--- config.mk ---
export PLATFORM = sky130hd
export DESIGN_NAME = seg_xlate_unit
export DESIGN_NICKNAME = d
export VERILOG_FILES = /design/src/rtl/seg_xlate_unit.sv
export SDC_FILE = /design/constraint.sdc
export NUM_CORES = 1
export LEC_CHECK = 0
export BUFFER_PORTS_ARGS = -buffer_cell sky130_fd_sc_hd__buf_2
export CORE_MARGIN = 2
export CORE_UTILIZATION = 40
export CTS_CLUSTER_DIAMETER = 40
export CTS_CLUSTER_SIZE = 10
export DETAILED_ROUTE_END_ITERATION = 6
export PLACE_DENSITY_LB_ADDON = 0.2
export REMOVE_ABC_BUFFERS = 1
export SYNTH_ARGS = -nofsm -noshare
export SYNTH_HDL_FRONTEND = slang
export SYNTH_SLANG_ARGS = --single-unit
--- constraint.sdc ---
create_clock -name clk -period 1.9 [get_ports clk]
set_input_delay 0.475 -clock clk [delete_from_list [all_inputs] [get_ports clk]]
set_output_delay 0.475 -clock clk [all_outputs]
set_load 0.01 [all_outputs]
--- src/rtl/seg_xlate_unit.sv ---
module seg_xlate_unit #(
  parameter int AW  = 32,
  parameter int SZW = 4,
  parameter int SGW = 3,
  parameter int PGB = 12
) (
  input  logic           clk,
  input  logic           rst_n,
  input  logic           req_valid,
  output logic           req_ready,
  input  logic [AW-1:0]  req_addr,
  input  logic [SZW-1:0] req_size,
  input  logic [SGW-1:0] req_seg,
  input  logic           req_write,
  input  logic           req_exec,
  input  logic           prot_en,
  input  logic           page_en,
  input  logic           long_act,
  input  logic           cs_64,
  output logic [SGW-1:0] seg_sel,
  input  logic [AW-1:0]  seg_base,
  input  logic [AW-1:0]  seg_limit,
  input  logic           seg_wr,
  input  logic           seg_rd,
  input  logic           seg_expdn,
  output logic [AW-PGB-1:0] pt_vpn,
  input  logic           pt_hit,
  input  logic [AW-1:0]  pt_frame,
  output logic           rsp_valid,
  input  logic           rsp_ready,
  output logic [AW-1:0]  rsp_paddr,
  output logic [1:0]     rsp_fault
);
  localparam int VPW = AW - PGB;
  localparam logic [1:0] FLT_NONE = 2'd0;
  localparam logic [1:0] FLT_GP   = 2'd1;
  localparam logic [1:0] FLT_IMIS = 2'd2;
  localparam logic [1:0] FLT_DMIS = 2'd3;

  logic [AW:0] span_end, lim_x, base_x;
  logic chk_on, perm_bad, lim_lo, up_bad, dn_bad, seg_bad, accept;
  logic [AW-1:0] nxt_paddr;
  logic [1:0]    nxt_fault;

  assign seg_sel   = req_seg;
  assign pt_vpn    = req_addr[AW-1:PGB];
  assign req_ready = !rsp_valid || rsp_ready;
  assign accept    = req_valid && req_ready;

  assign span_end = {1'b0, req_addr} + {{(AW+1-SZW){1'b0}}, req_size};
  assign lim_x    = {1'b0, seg_limit};
  assign base_x   = {1'b0, seg_base};

  assign chk_on   = !(long_act && cs_64);
  assign perm_bad = (req_write && !seg_wr) || (!req_write && !req_exec && !seg_rd);
  assign lim_lo   = seg_limit < seg_base;
  assign up_bad   = lim_lo ? (lim_x < span_end && req_addr < seg_base)
                           : (lim_x < span_end);
  assign dn_bad   = lim_lo ? (req_addr <= seg_limit || span_end >= base_x)
                           : (req_addr <= seg_limit && span_end >= base_x);
  assign seg_bad  = chk_on && (perm_bad || (seg_expdn ? dn_bad : up_bad));

  always_comb begin
    nxt_paddr = '0;
    nxt_fault = FLT_NONE;
    if (!prot_en) begin
      nxt_paddr = req_addr;
    end else if (seg_bad) begin
      nxt_fault = FLT_GP;
    end else if (!page_en) begin
      nxt_paddr = req_addr;
    end else if (!pt_hit) begin
      nxt_fault = req_exec ? FLT_IMIS : FLT_DMIS;
    end else begin
      nxt_paddr = pt_frame | {{VPW{1'b0}}, req_addr[PGB-1:0]};
    end
  end

  always_ff @(posedge clk or negedge rst_n) begin
    if (!rst_n) begin
      rsp_valid <= 1'b0;
      rsp_paddr <= '0;
      rsp_fault <= FLT_NONE;
    end else if (accept) begin
      rsp_valid <= 1'b1;
      rsp_paddr <= nxt_paddr;
      rsp_fault <= nxt_fault;
    end else if (rsp_ready) begin
      rsp_valid <= 1'b0;
    end
  end
endmodule


* Word level (Yosys, flattened, before mapping)
Cells that the tools add are included.
** Storage, ports and cells
- Latch bits :: 0
- Bits in registers :: 35
- Memories kept :: 0
- RAM bits :: 0
- Logic and storage cells :: 43
- Bits in read-only memories :: 0
- Bits of input ports :: 149
** Cells by class
- Reductions and logical operators :: 19
- Order comparisons :: 5
- Add/subtract/negate cells :: 1
- Bitwise gates (word level) :: 1
- Mux-type cells :: 14
- Equal/unequal tests :: 0
- Shift operators :: 0
- Divide/modulo/power cells :: 0
- Multipliers :: 0
** Operators by type and width (number)
- two-way mux 32 bit :: 4
- less-than comparator 32 bit :: 2
- adder 32 x 4 -> 33 bit :: 1
- greater-or-equal comparator 33 x 32 -> 1 bit :: 1
- less-than comparator 32 x 33 -> 1 bit :: 1
- <= comparator 32 bit :: 1
- OR 32 x 12 -> 32 bit :: 1
- logical AND 1 bit :: 8
- two-way mux 2 bit :: 4
- zero test 1 bit :: 6
- two-way mux 1 bit :: 6
- logical OR 1 bit :: 4
- nonzero test 2 bit :: 1

* Longest topological paths before layout
Gate-level depths: netlist of run 1.
- Word-level depth :: 9
- Mapped depth :: 21
- Depth with buffers taken out :: 20

* Worst setup path before layout of run 1
OpenSTA, ideal clock, no wires.
- Path type :: input -> register
- Start :: input req_addr[1]
- End :: register rsp_paddr[22]
- Cell stages on the path :: 21
- Path buffers :: 1
- Data required time :: 1.804 ns
- Data arrival time :: 4.140 ns
- Setup time :: 0.096 ns
- Slack :: -2.336 ns
- Cells stage by stage :: ha_1 a21o_1 a21oi_1 nor2b_1 o21ai_0 nor3_1 nand2_1 nor2_1 nand3_1 xnor2_1 ha_1 o21ai_0 nor2_1 nor4_1 nand4_1 o21a_1 o31ai_1 a21oi_2 or2_4 buf_6 o31ai_1
** On the way
- Word-level cells in the longest chain between the ends :: 9
- Elaborated cells between the ends (all ways) :: 15
- Classes of those cells :: 1 x add/sub; 4 x order compare; 5 x mux; 5 x reduce/logical
** Ends and longest elaborated chain
- start, declared :: line 11 : input logic [AW-1:0] req_addr,
- adder 32 x 4 -> 33 bit :: line 50 : assign span_end = {1'b0, req_addr} + {{(AW+1-SZW){1'b0}}, req_size};
- less-than comparator 32 x 33 -> 1 bit or greater-or-equal comparator 33 x 32 -> 1 bit (tied branches)
- logical AND 1 bit, or another cell as far along :: line 57 : assign up_bad = lim_lo ? (lim_x < span_end && req_addr < seg_base)
- two-way mux 1 bit, on equally long branches :: line 57, 59
- two-way mux 1 bit (*) :: line 61 : assign seg_bad = chk_on && (perm_bad || (seg_expdn ? dn_bad : up_bad));
- logical OR 1 bit (*) :: line 61
- logical AND 1 bit (*) :: line 61
- two-way mux 32 bit (*) :: line 68 : end else if (seg_bad) begin
- two-way mux 32 bit (*) :: line 66 : if (!prot_en) begin
- end signal, assigned :: line 86 : rsp_paddr <= nxt_paddr;
- end, declared :: line 31 : output logic [AW-1:0] rsp_paddr,
Every way passes the cells marked *; elsewhere a longest branch is shown, timed or not.
A chain may end at the register's enable or synchronous reset.

* Worst setup path after layout of run 1
Same ends and word-level chain as after synthesis.

==> run summary, run 1 <==
- **H-tree depth** 2
- **most common cell after layout, fill and taps aside** sky130_fd_sc_hd__buf_2
- **clock tree from TritonCTS** yes
- **GPL Wtd Cong** 0.935
- **Cell Chain, Critical Path** buf_8 > ha_4 > a21o_1 > a21oi_2 > nor2b_2 > o21ai_2 > nor3_4 > buf_6 > and3_4 > and3_4 > xor2_2 > ha_1 > nand4_1 > nor4_2 > buf_4 > nand2_2 > a21boi_2 > a311o_1 > o31ai_4 > a21oi_4 > buf_6 > buf_6 > or2_4 > o31ai_2
- **TNS Setup** -77.17 ns
- **drc violations** 0
- **worst slew pin tran** 0.531 ns
- **Clock Path Buffers** 2
- **grt ovf** 0
- **first-pass iteration count of the detailed router** 5
- **Power per Cell Area** 434 nW/um^2
- **number of antenna violations at the first check in global routing** 1
- **async set-or-reset flop fraction in the synthesized netlist** 1.00
- **1st-iter DRT viols** 369
- **final-report hold violation count** 0
- **Cell Area, Synth** 6530 um^2
- **starting density of the core** 0.410
- **Sw Pwr** 1.63 mW
- **crit-path max cell delay** 0.38 ns
- **relative max-transition margin** 0.642
- **Ports** 208
- **area of the die** 17400 um^2
- **internal power contribution** 2.65 mW
- **total CTS buffers** 5
- **global-route wire length before repair** 36700 um
- **register area share after synthesis** 0.134
- **Mapped Cells** 812
- **port buffer count** 201
- **portion of the clock cycle consumed by the worst path in the final layout** 2.24
- **Total Routing Usage GR** 0.263
- **predominant post-synthesis flop cell** sky130_fd_sc_hd__dfrtp_1
- **Vias/cell** 5.29
- **switching share of power** 0.381
- **maximum clock frequency** 235 MHz
- **Worst path slowest cell** sky130_fd_sc_hd__a311o_1
- **DRT antenna net count** 0
- **static leakage** 5.29 nW
- **status** finished, violations left
- **combinational fraction of design power** 0.551
- **max-slew violation count** 0
- **clock slew at reported path FFs** 0.06 ns
- **wire length per cell after detailed routing** 17.1 um
- **worst clock skew** 0.00913 ns
- **count of different cell masters after synthesis** 49
- **dpl cell area** 8940 um^2
- **Worst Slack Setup Final** -2.35 ns
- **Hold/Removal Path Class** input pin to asynchronous set/reset pin
- **failing checks** negative setup slack
- **largest net degree at the start of global routing** 36
- **minimum clock period** 4.25 ns
- **CP dominant cell by count** sky130_fd_sc_hd__buf_6
- **clock latency on the worst-skew pair** 0.28 ns
- **Nets** 1490
- **post-synthesis area per instance** 8.04 um^2
- **number of synthesized register bits** 35
- **worst slack, placed** -3.31 ns
- **sequential fraction of design power** 0.219
- **Post-synth EDFFs** 0
- **maximum VDD drop** 374 uV
- **critical setup path kind** input pin to flop
- **fraction of final layout cells with drive strength greater than 1** 0.421
- **number of failing setup endpoints in the final timing report** 34
- **hpwl dp** 19700 um
- **Crit. End Element** flop
- **Root Buffer** sky130_fd_sc_hd__clkbuf_16
- **CP max FO** 5
- **arrival time of the worst setup path** 4.45 ns
- **non-filler cells in the finished layout** 1397
- **number of warning messages in the yosys log** 0
- **fraction of power consumed by the clock network** 0.230
- **standard-cell row count** 46
- **RSZ-0062 raised after global routing** true
- **via count of the first global-routing pass** 7190
- **post-route design area** 9850 um^2
- **clock net sink count** 35
- **critical path startpoint category** input pin
- **Die Wd** 132 um
- **cts hold-fix bufs** 0
- **max_cap viols** 0
- **floorplan die height** 132 um
- **drt total wl** 23900 um
- **WP data required** 2.09 ns
- **cell count after placement** 1372
- **Syn-to-layout area delta** 50.8%
- **commonest non-fill, non-tap cells in the layout** sky130_fd_sc_hd__buf_2, sky130_fd_sc_hd__buf_4, sky130_fd_sc_hd__ha_1
- **count of vias placed by the detailed router** 7392
- **total core area** 15900 um^2
-- state kept, by name (all words and copies together), names as in the netlist --
register   count
rsp_paddr     32
rsp_valid      1
rsp_fault      2
-- worst max-delay path, delay by kind of cell --
kind,cells,cell delay [ns]
adder cells (fa/ha/maj),2,0.53
buffers and inverters,5,0.64
AO/OA/AOI/OAI,8,1.62
AND/OR/NAND/NOR,8,1.00
XOR/XNOR,1,0.17
-- worst paths after layout --
kind,startpoint,end,slack [ns],cells past startpoint
worst max-delay path,req_addr[1],rsp_paddr[22]$_DFFE_PN0P_,-2.35,24
worst min-delay path,rst_n,rsp_paddr[24]$_DFFE_PN0P_,0.23,2
worst max register to register,rsp_valid$_DFFE_PN0P_,rsp_paddr[30]$_DFFE_PN0P_,0.28,6
worst min register to register,rsp_paddr[19]$_DFFE_PN0P_,rsp_paddr[19]$_DFFE_PN0P_,0.50,2
max in group asynchronous,rst_n,rsp_paddr[13]$_DFFE_PN0P_,1.34,2
min in group clk,req_valid,rsp_valid$_DFFE_PN0P_,0.42,2
-- per-stage QoR --
stage	total power, mW	hold WS, ns	utilization
2_1_floorplan	1.96	0.179	-
6_report	4.27	0.228	0.618
5_1_grt	4.58	0.271	0.618
4_1_cts	4.16	0.243	0.595
3_3_place_gp	3.02	0.458	0.561
3_5_place_dp	3.05	0.465	0.561
-- cells by family after synthesis --
group | after synthesis | synth area share
flip-flops | 35 | 0.134
buffers and inverters | 137 | 0.0951
multiplexers | 17 | 0.0261
AND/OR/NAND/NOR | 204 | 0.159
adder cells (fa/ha/maj) | 162 | 0.312
AO/OA/AOI/OAI | 223 | 0.228
XOR/XNOR | 34 | 0.0456
-- repair_timing --
action / 4_1_cts / 5_1_grt
pin swaps: 65 / 37
endpoints found under the setup margin: 34 / 34
gates cloned: 3 / 0
resized for setup: 60 / 59
buffers inserted: 11 / 5
-- power by group through the flow --
stage,registers [mW],clock network [mW],logic (mW)
floorplan,0.983,0,0.977
CTS,0.933,0.994,2.23
global placement,0.944,0,2.08
detailed placement,0.944,0,2.11
global route,0.946,1.03,2.60
finish,0.934,0.984,2.36
-- layer usage --
metal,vias to the layer above,track usage,share of wire
li1,3694,-,-
met1,3439,0.337,0.44
met2,237,0.472,0.49
met3,22,0.0342,0.053
met4,0,0.0550,0.018
met5,-,0,0
-- synthesized netlist by cell type (2+ instances only) --
cell	n	area, um^2
sky130_fd_sc_hd__o31ai_1	17	128
sky130_fd_sc_hd__nand2_1	59	221
sky130_fd_sc_hd__a21o_1	20	150
sky130_fd_sc_hd__o31ai_2	8	100
sky130_fd_sc_hd__nor3b_1	4	30.0
sky130_fd_sc_hd__o21bai_1	3	22.5
sky130_fd_sc_hd__o21ai_0	39	195
sky130_fd_sc_hd__a221o_1	15	150
sky130_fd_sc_hd__a21oi_1	67	335
sky130_fd_sc_hd__inv_1	98	368
sky130_fd_sc_hd__xnor2_1	16	140
sky130_fd_sc_hd__and4_1	4	35.0
sky130_fd_sc_hd__nand2b_1	12	75.1
sky130_fd_sc_hd__nand3_1	20	100
sky130_fd_sc_hd__buf_6	2	22.5
sky130_fd_sc_hd__nor2b_1	9	56.3
sky130_fd_sc_hd__o211ai_1	5	37.5
sky130_fd_sc_hd__nor2_1	33	124
sky130_fd_sc_hd__a211o_1	2	17.5
sky130_fd_sc_hd__a22oi_1	17	128
sky130_fd_sc_hd__dfrtp_1	35	876
sky130_fd_sc_hd__buf_4	24	180
sky130_fd_sc_hd__clkbuf_1	12	45.0
sky130_fd_sc_hd__a211oi_1	12	90.1
sky130_fd_sc_hd__nand4_1	28	175
sky130_fd_sc_hd__xor2_1	18	158
sky130_fd_sc_hd__nor4_1	8	50.1
sky130_fd_sc_hd__mux2i_1	17	170
sky130_fd_sc_hd__and3_1	13	81.3
sky130_fd_sc_hd__ha_1	161	2010
sky130_fd_sc_hd__nor3_1	9	45.0
sky130_fd_sc_hd__o21ai_1	6	30.0
sky130_fd_sc_hd__o21a_1	3	22.5
-- layout make-up --
class                      count  area, um^2
clock buffer                   6         139
fill                        1448        6090
timing repair buffer         396        2570
multi-input combinational    643        5580
antenna                        1        2.50
sequential                    35         876
tap                          216         270
inverter                      98         368
clock inverter                 2        38.8
(Power assumes the default switching activity.)
==> inputs of run 2 (changes only) <==
--- a/config.mk
+++ b/config.mk
@@ -6,6 +6,7 @@
 export NUM_CORES = 1
 export LEC_CHECK = 0
 export BUFFER_PORTS_ARGS = -buffer_cell sky130_fd_sc_hd__buf_2
+export CORE_ASPECT_RATIO = 1.25
 export CORE_MARGIN = 2
 export CORE_UTILIZATION = 40
 export CTS_CLUSTER_DIAMETER = 40
==> run summary, run 2 (synthesis gave the netlist of run 1 again) <==
- **DRT antenna net count** 0, unchanged
- **clock tree from TritonCTS** yes
- **total CTS buffers** 5, unchanged
- **failing checks** negative setup slack
- **Total Routing Usage GR** 0.263, +0.000339
- **Worst Slack Setup Final** -2.32 ns, +0.0301 ns
- **CP max FO** 6, +1
- **minimum clock period** 4.22 ns, -0.0301 ns
- **hpwl dp** 19800 um, +0.34%
- **grt met1 use** 0.292, -0.0448
- **relative max-transition margin** 0.118, -0.524
- **critical path startpoint category** input pin
- **Die Wd** 118 um, -10%
- **Nets** 1489, -0.067%
- **portion of the clock cycle consumed by the worst path in the final layout** 2.22, -0.0158
- **worst slack, placed** -3.23 ns, +0.0896 ns
- **1st-iter DRT viols** 297, -20%
- **Largest Register** rsp_paddr
- **WP data required** 2.06 ns, -0.03 ns
- **starting density of the core** 0.406, -0.00325
- **status** finished, violations left
- **cts hold-fix bufs** 0, unchanged
- **final-report hold violation count** 0, unchanged
- **area of the die** 17400 um^2, about the same
- **GPL Wtd Cong** 0.914, -2.3%
- **drt total wl** 23700 um, -0.89%
- **drc violations** 0, unchanged
- **number of failing setup endpoints in the final timing report** 34, unchanged
- **H-tree depth** 2, unchanged
- **Clock Path Buffers** 2, unchanged
- **clock latency on the worst-skew pair** 0.28 ns, about the same
- **layer with the highest usage** met2
- **grt ovf** 0, unchanged
- **fraction of final layout cells with drive strength greater than 1** 0.409, -0.0124
- **flip-flop count of the largest register, all copies and words added** 32, unchanged
- **cell count after placement** 1375, +0.22%
- **worst clock skew** 0.00210 ns, -0.00703 ns
- **max_cap viols** 0, unchanged
- **Crit. End Element** flop
- **global routing usage on met2** 0.498, +0.0262
- **Hold/Removal Path Class** input pin to asynchronous set/reset pin
- **GR Layer Usage met3** 0.0361, +0.00188
- **clock slew at reported path FFs** 0.06 ns, about the same
- **Vias/cell** 5.32, +0.58%
- **non-filler cells in the finished layout** 1395, -0.14%
- **first-pass iteration count of the detailed router** 6, +1
- **Ports** 208, unchanged
- **static leakage** 5.26 nW, -0.64%
- **Syn-to-layout area delta** 48.6%
- **Multi-input gate area** 5500 um^2, -1.4%
- **fillcell total** 1543, +6.6%
- **Root Buffer** sky130_fd_sc_hd__clkbuf_16
- **maximum VDD drop** 345 uV, -7.6%
- **max-slew violation count** 0, unchanged
- **count of vias placed by the detailed router** 7424, +0.43%
- **commonest non-fill, non-tap cells in the layout** sky130_fd_sc_hd__buf_2, sky130_fd_sc_hd__buf_4, sky130_fd_sc_hd__ha_1
- **largest registers** rsp_paddr: 32 flops, rsp_fault: 2 flops, rsp_valid: 1 flops
- **maximum clock frequency** 237 MHz, +0.71%
- **total core area** 16100 um^2, +0.80%
- **most common cell after layout, fill and taps aside** sky130_fd_sc_hd__buf_2
- **Power per Cell Area** 425 nW/um^2, -2.1%
- **floorplan die height** 147 um, +11%
- **via count of the first global-routing pass** 7305, +1.6%
- **area of all sequential standard cells** 876 um^2, unchanged
- **antenna diode count** 0, -1
- **arrival time of the worst setup path** 4.39 ns, -0.06 ns
- **global-route wire length before repair** 36500 um, -0.49%
- **wire length per cell after detailed routing** 17.0 um, -0.74%
- **standard-cell row count** 52, +13%
- **port buffer count** 201, unchanged
- **clock net sink count** 35, unchanged
- **worst slew pin tran** 1.32 ns, +0.786 ns
- **TNS Setup** -75.95 ns, +1.22 ns
- **largest net degree at the start of global routing** 36, unchanged
- **RSZ-0062 raised after global routing** true
- **critical setup path kind** input pin to flop
- **number of antenna violations at the first check in global routing** 0, -1
run 2: critical path, cell delays in order:
cell                        delay, ns
sky130_fd_sc_hd__buf_6           0.10
sky130_fd_sc_hd__ha_4            0.15
sky130_fd_sc_hd__buf_4           0.13
sky130_fd_sc_hd__a21o_1          0.16
sky130_fd_sc_hd__a21oi_2         0.18
sky130_fd_sc_hd__nor2b_2         0.07
sky130_fd_sc_hd__o21ai_2         0.24
sky130_fd_sc_hd__nor3_4          0.08
sky130_fd_sc_hd__nand2_2         0.14
sky130_fd_sc_hd__nor2_4          0.08
sky130_fd_sc_hd__buf_6           0.14
sky130_fd_sc_hd__and3_4          0.16
sky130_fd_sc_hd__buf_6           0.11
sky130_fd_sc_hd__xnor2_2         0.12
sky130_fd_sc_hd__ha_2            0.17
sky130_fd_sc_hd__a21o_1          0.16
sky130_fd_sc_hd__a21oi_2         0.17
sky130_fd_sc_hd__nor3b_4         0.24
sky130_fd_sc_hd__o2111ai_2       0.13
sky130_fd_sc_hd__a211oi_2        0.26
sky130_fd_sc_hd__o31ai_2         0.13
sky130_fd_sc_hd__o21bai_2        0.24
sky130_fd_sc_hd__nor3_4          0.09
sky130_fd_sc_hd__buf_6           0.14
sky130_fd_sc_hd__a221o_1         0.32
run 2: final timing paths:
| path | start | endpoint | depth (start not counted) | slack, ns |
|---|---|---|---|---|
| setup reg to reg | rsp_valid$_DFFE_PN0P_ | rsp_paddr[14]$_DFFE_PN0P_ | 5 | -0.20 |
| hold / removal | rst_n | rsp_paddr[4]$_DFFE_PN0P_ | 2 | 0.24 |
| min in group clk | pt_frame[3] | rsp_paddr[3]$_DFFE_PN0P_ | 2 | 0.42 |
| setup / recovery | req_size[0] | rsp_paddr[7]$_DFFE_PN0P_ | 25 | -2.32 |
| hold reg to reg | rsp_paddr[26]$_DFFE_PN0P_ | rsp_paddr[26]$_DFFE_PN0P_ | 2 | 0.52 |
| max in group asynchronous | rst_n | rsp_paddr[26]$_DFFE_PN0P_ | 2 | 1.33 |
run 2: repair_timing:
| item | in CTS | in global routing |
|---|---|---|
| endpoints found under the hold margin | 0 | 0 |
| pin swaps | 40 | 52 |
| resized for setup | 45 | 58 |
| gates cloned | 4 | 1 |
| setup buffers | 7 | 2 |
| endpoints found under the setup margin | 34 | 34 |
run 2: routing by layer:
metal	routed length, um	part of all wire
met3	1320	0.055
met1	9010	0.38
met4	986	0.042
met2	12400	0.52
met5	0	0
run 2: metrics by stage:
step | hold slack, ns | power [mW] | cell area, um^2 | utilization
after floorplan | 0.179 | 1.96 | 6280 | -
after global placement | 0.475 | 3.03 | 8950 | 0.557
after detailed placement | 0.480 | 3.06 | 8950 | 0.557
after CTS | 0.248 | 4.02 | 9390 | 0.584
after global routing | 0.270 | 4.43 | 9700 | 0.604
final | 0.237 | 4.12 | 9700 | 0.604
run 2: report_power, final:
part / internal (mW) / total (mW) / switching, mW
sequential: 0.859 / 0.926 / 0.0669
combinational: 1.10 / 2.32 / 1.22
clock: 0.559 / 0.874 / 0.315
total: 2.52 / 4.12 / 1.60
run 2: layout make-up:
cell class	count	area share
Timing Repair Buffer	394	0.261
Inverter	98	0.0379
Sequential cell	35	0.0903
Clock buffer	8	0.0161
Tap cell	216	0.0279
Multi-Input combinational cell	644	0.567
==> inputs of run 3 (changes only) <==
--- a/config.mk
+++ b/config.mk
@@ -12,6 +12,7 @@
 export CTS_CLUSTER_DIAMETER = 40
 export CTS_CLUSTER_SIZE = 10
 export DETAILED_ROUTE_END_ITERATION = 6
+export MAX_ROUTING_LAYER = met4
 export PLACE_DENSITY_LB_ADDON = 0.2
 export REMOVE_ABC_BUFFERS = 1
 export SYNTH_ARGS = -nofsm -noshare
==> run summary, run 3 (synthesis gave the netlist of run 1 again) <==
- **status** finished, violations left
- **failing checks** negative setup slack
- **internal power contribution** 2.67 mW, +6.0%
- **CP max FO** 12, +6
- **Sw Pwr** 1.64 mW, +2.2%
- **fraction of final layout cells with drive strength greater than 1** 0.434, +0.0248
- **cell count after placement** 1369, -0.44%
- **clock latency on the worst-skew pair** 0.28 ns, about the same
- **via count of the first global-routing pass** 7596, +4.0%
- **CP dominant cell by count** sky130_fd_sc_hd__buf_4
- **worst clock skew** 0.00573 ns, +0.00363 ns
- **global-route wire length before repair** 37900 um, +4.0%
- **relative max-transition margin** 0.105, -0.0132
- **static leakage** 5.37 nW, +2.1%
- **RSZ-0062 raised after global routing** true
- **Hold/Removal Path Class** input pin to asynchronous set/reset pin
- **drc violations** 0, unchanged
- **grt ovf** 0, unchanged
- **wire length per cell after detailed routing** 17.3 um, +1.6%
- **count of vias placed by the detailed router** 7444, +0.27%
- **maximum clock frequency** 240 MHz, +1.4%
- **DRT antenna net count** 0, unchanged
- **max_cap viols** 0, unchanged
- **H-tree depth** 2, unchanged
- **hpwl dp** 20100 um, +1.4%
- **GPL Wtd Cong** 0.957, +4.8%
- **Ports** 208, unchanged
- **top layer reached by signal wires** met4
- **clock slew at reported path FFs** 0.06 ns, about the same
- **minimum clock period** 4.16 ns, -0.0589 ns
- **worst slew pin tran** 1.34 ns, +0.0198 ns
- **Die Wd** 118 um, unchanged
- **total CTS buffers** 5, unchanged
- **critical setup path kind** input pin to flop
- **antenna diode count** 0, unchanged
- **total core area** 16100 um^2, unchanged
- **total power consumption of the routed design** 4.31 mW, +4.5%
- **standard-cell row count** 52, unchanged
- **setup slack, reg-to-reg** -0.20 ns, about the same
- **clock tree from TritonCTS** yes
- **Clock Path Buffers** 2, unchanged
- **critical path startpoint category** input pin
- **WP data required** 2.06 ns, about the same
- **Nets** 1493, +0.27%
- **floorplan die height** 147 um, unchanged
- **Total Routing Usage GR** 0.281, +0.0181
- **Worst Slack Setup Final** -2.26 ns, +0.0589 ns
- **Syn-to-layout area delta** 53.4%
- **length of routed met3 wiring** 931 um, -29%
- **sequential fraction of design power** 0.215, -0.010
- **portion of the clock cycle consumed by the worst path in the final layout** 2.19, -0.0310
- **Root Buffer** sky130_fd_sc_hd__clkbuf_16
- **routed length on met1** 9570 um, +6.1%
- **Vias/cell** 5.32, about the same
- **1st-iter DRT viols** 304, +2.4%
- **number of failing setup endpoints in the final timing report** 34, unchanged
- **first-pass iteration count of the detailed router** 5, -1
- **final-report hold violation count** 0, unchanged
- **flip-flop count of the largest register, all copies and words added** 32, unchanged
- **Largest delay share family, worst path** compound AO/OA/AOI/OAI gates
- **Worst path slowest cell** sky130_fd_sc_hd__fa_2
- **number of antenna violations at the first check in global routing** 0, unchanged
- **fraction of power consumed by the clock network** 0.224, +0.012
- **arrival time of the worst setup path** 4.33 ns, -0.06 ns
- **Power per Cell Area** 430 nW/um^2, +1.3%
- **Met2 Routed Length** 12900 um, +3.8%
- **non-filler cells in the finished layout** 1399, +0.29%
- **maximum VDD drop** 408 uV, +18%
- **max-slew violation count** 0, unchanged
- **Largest Register** rsp_paddr
- **clock net sink count** 35, unchanged
- **Crit. End Element** flop
- **Cell Chain, Critical Path** buf_8 > ha_4 > buf_6 > fa_2 > and3_4 > o211ai_1 > buf_4 > nor3_4 > buf_4 > nand2_4 > xnor2_4 > buf_4 > inv_2 > ha_4 > a21oi_2 > nor2_1 > a211oi_2 > o2111ai_2 > a211oi_2 > o31ai_4 > o21bai_4 > nor3_2 > buf_12 > a221o_1
- **most common cell after layout, fill and taps aside** sky130_fd_sc_hd__buf_2
- **largest net degree at the start of global routing** 36, unchanged
- **commonest non-fill, non-tap cells in the layout** sky130_fd_sc_hd__buf_2, sky130_fd_sc_hd__buf_4, sky130_fd_sc_hd__ha_1
- **drt total wl** 24200 um, +1.9%
- **Hold Slack** 0.227 ns, -0.0102 ns
- **count of buffer and inverter cells on the critical path** 7, +2
- **crit-path max cell delay** 0.36 ns, +0.04 ns
- **starting density of the core** 0.406, unchanged
- **area of the die** 17400 um^2, unchanged
- **combinational fraction of design power** 0.561, -0.003
- **port buffer count** 201, unchanged
- **largest registers** rsp_paddr: 32 flops, rsp_fault: 2 flops, rsp_valid: 1 flops
- **switching share of power** 0.380, -0.00867
run 3: cell types whose count changed in the layout (fill, tap and decap cells not counted), moves of 3 or more:
cell	before	now
sky130_fd_sc_hd__a21oi_1	62	59
sky130_fd_sc_hd__a21oi_2	5	8
sky130_fd_sc_hd__buf_8	0	3
sky130_fd_sc_hd__ha_1	154	146
sky130_fd_sc_hd__ha_4	6	15
sky130_fd_sc_hd__inv_1	97	94
sky130_fd_sc_hd__nand2_1	57	54
sky130_fd_sc_hd__nor2_1	28	25
sky130_fd_sc_hd__o21ai_0	38	32
sky130_fd_sc_hd__o21ai_1	5	12
sky130_fd_sc_hd__xnor2_1	14	11
run 3: routing by layer:
| layer | up-vias | global-route usage |
|---|---|---|
| met5 | - | - |
| met4 | 0 | 0.0843 |
| met3 | 46 | 0.0322 |
| met2 | 198 | 0.535 |
| met1 | 3491 | 0.303 |
| li1 | 3709 | - |
run 3: layout make-up:
type | instances | area [um^2]
Inverter | 98 | 373
Fill cell | 1497 | 6050
Clock inverter | 2 | 35.0
Tap cell | 216 | 270
Multi-Input combinational cell | 643 | 5720
Sequential cell | 35 | 876
Timing Repair Buffer | 399 | 2610
Clock buffer | 6 | 139
run 3: stage by stage:
step	TNS (ns)	utilization	instance area (um^2)	setup slack, ns
2_1_floorplan	-82.12	-	6280	-2.66
3_3_place_gp	-102.03	0.555	8920	-3.12
3_5_place_dp	-104.56	0.555	8920	-3.21
4_1_cts	-71.86	0.602	9670	-2.21
5_1_grt	-79.83	0.623	10000	-2.42
6_report	-75.00	0.623	10000	-2.26
run 3: final timing paths:
path / from / endpoint / cells past startpoint
max in group asynchronous: rst_n / rsp_paddr[20]$_DFFE_PN0P_ / 2
max reg2reg: rsp_valid$_DFFE_PN0P_ / rsp_paddr[28]$_DFFE_PN0P_ / 5
min in group clk: pt_frame[3] / rsp_paddr[3]$_DFFE_PN0P_ / 2
min reg2reg: rsp_paddr[26]$_DFFE_PN0P_ / rsp_paddr[26]$_DFFE_PN0P_ / 2
min: rst_n / rsp_paddr[4]$_DFFE_PN0P_ / 2
max: req_addr[0] / rsp_paddr[6]$_DFFE_PN0P_ / 24
run 3: power by group through the flow:
stage,logic [mW],clock network [mW],registers [mW]
floorplan,0.977,0,0.983
global placement,2.09,0,0.935
global route,2.67,1.02,0.941
CTS,2.32,0.976,0.928
finish,2.42,0.966,0.928
detailed placement,2.12,0,0.939
run 3: timing repair:
item	in CTS	in global routing
buffers inserted	14	9
setup endpoints to repair	34	34
cloned	3	0
pin swaps	66	41
hold buffers	0	0
gates resized for setup	94	54
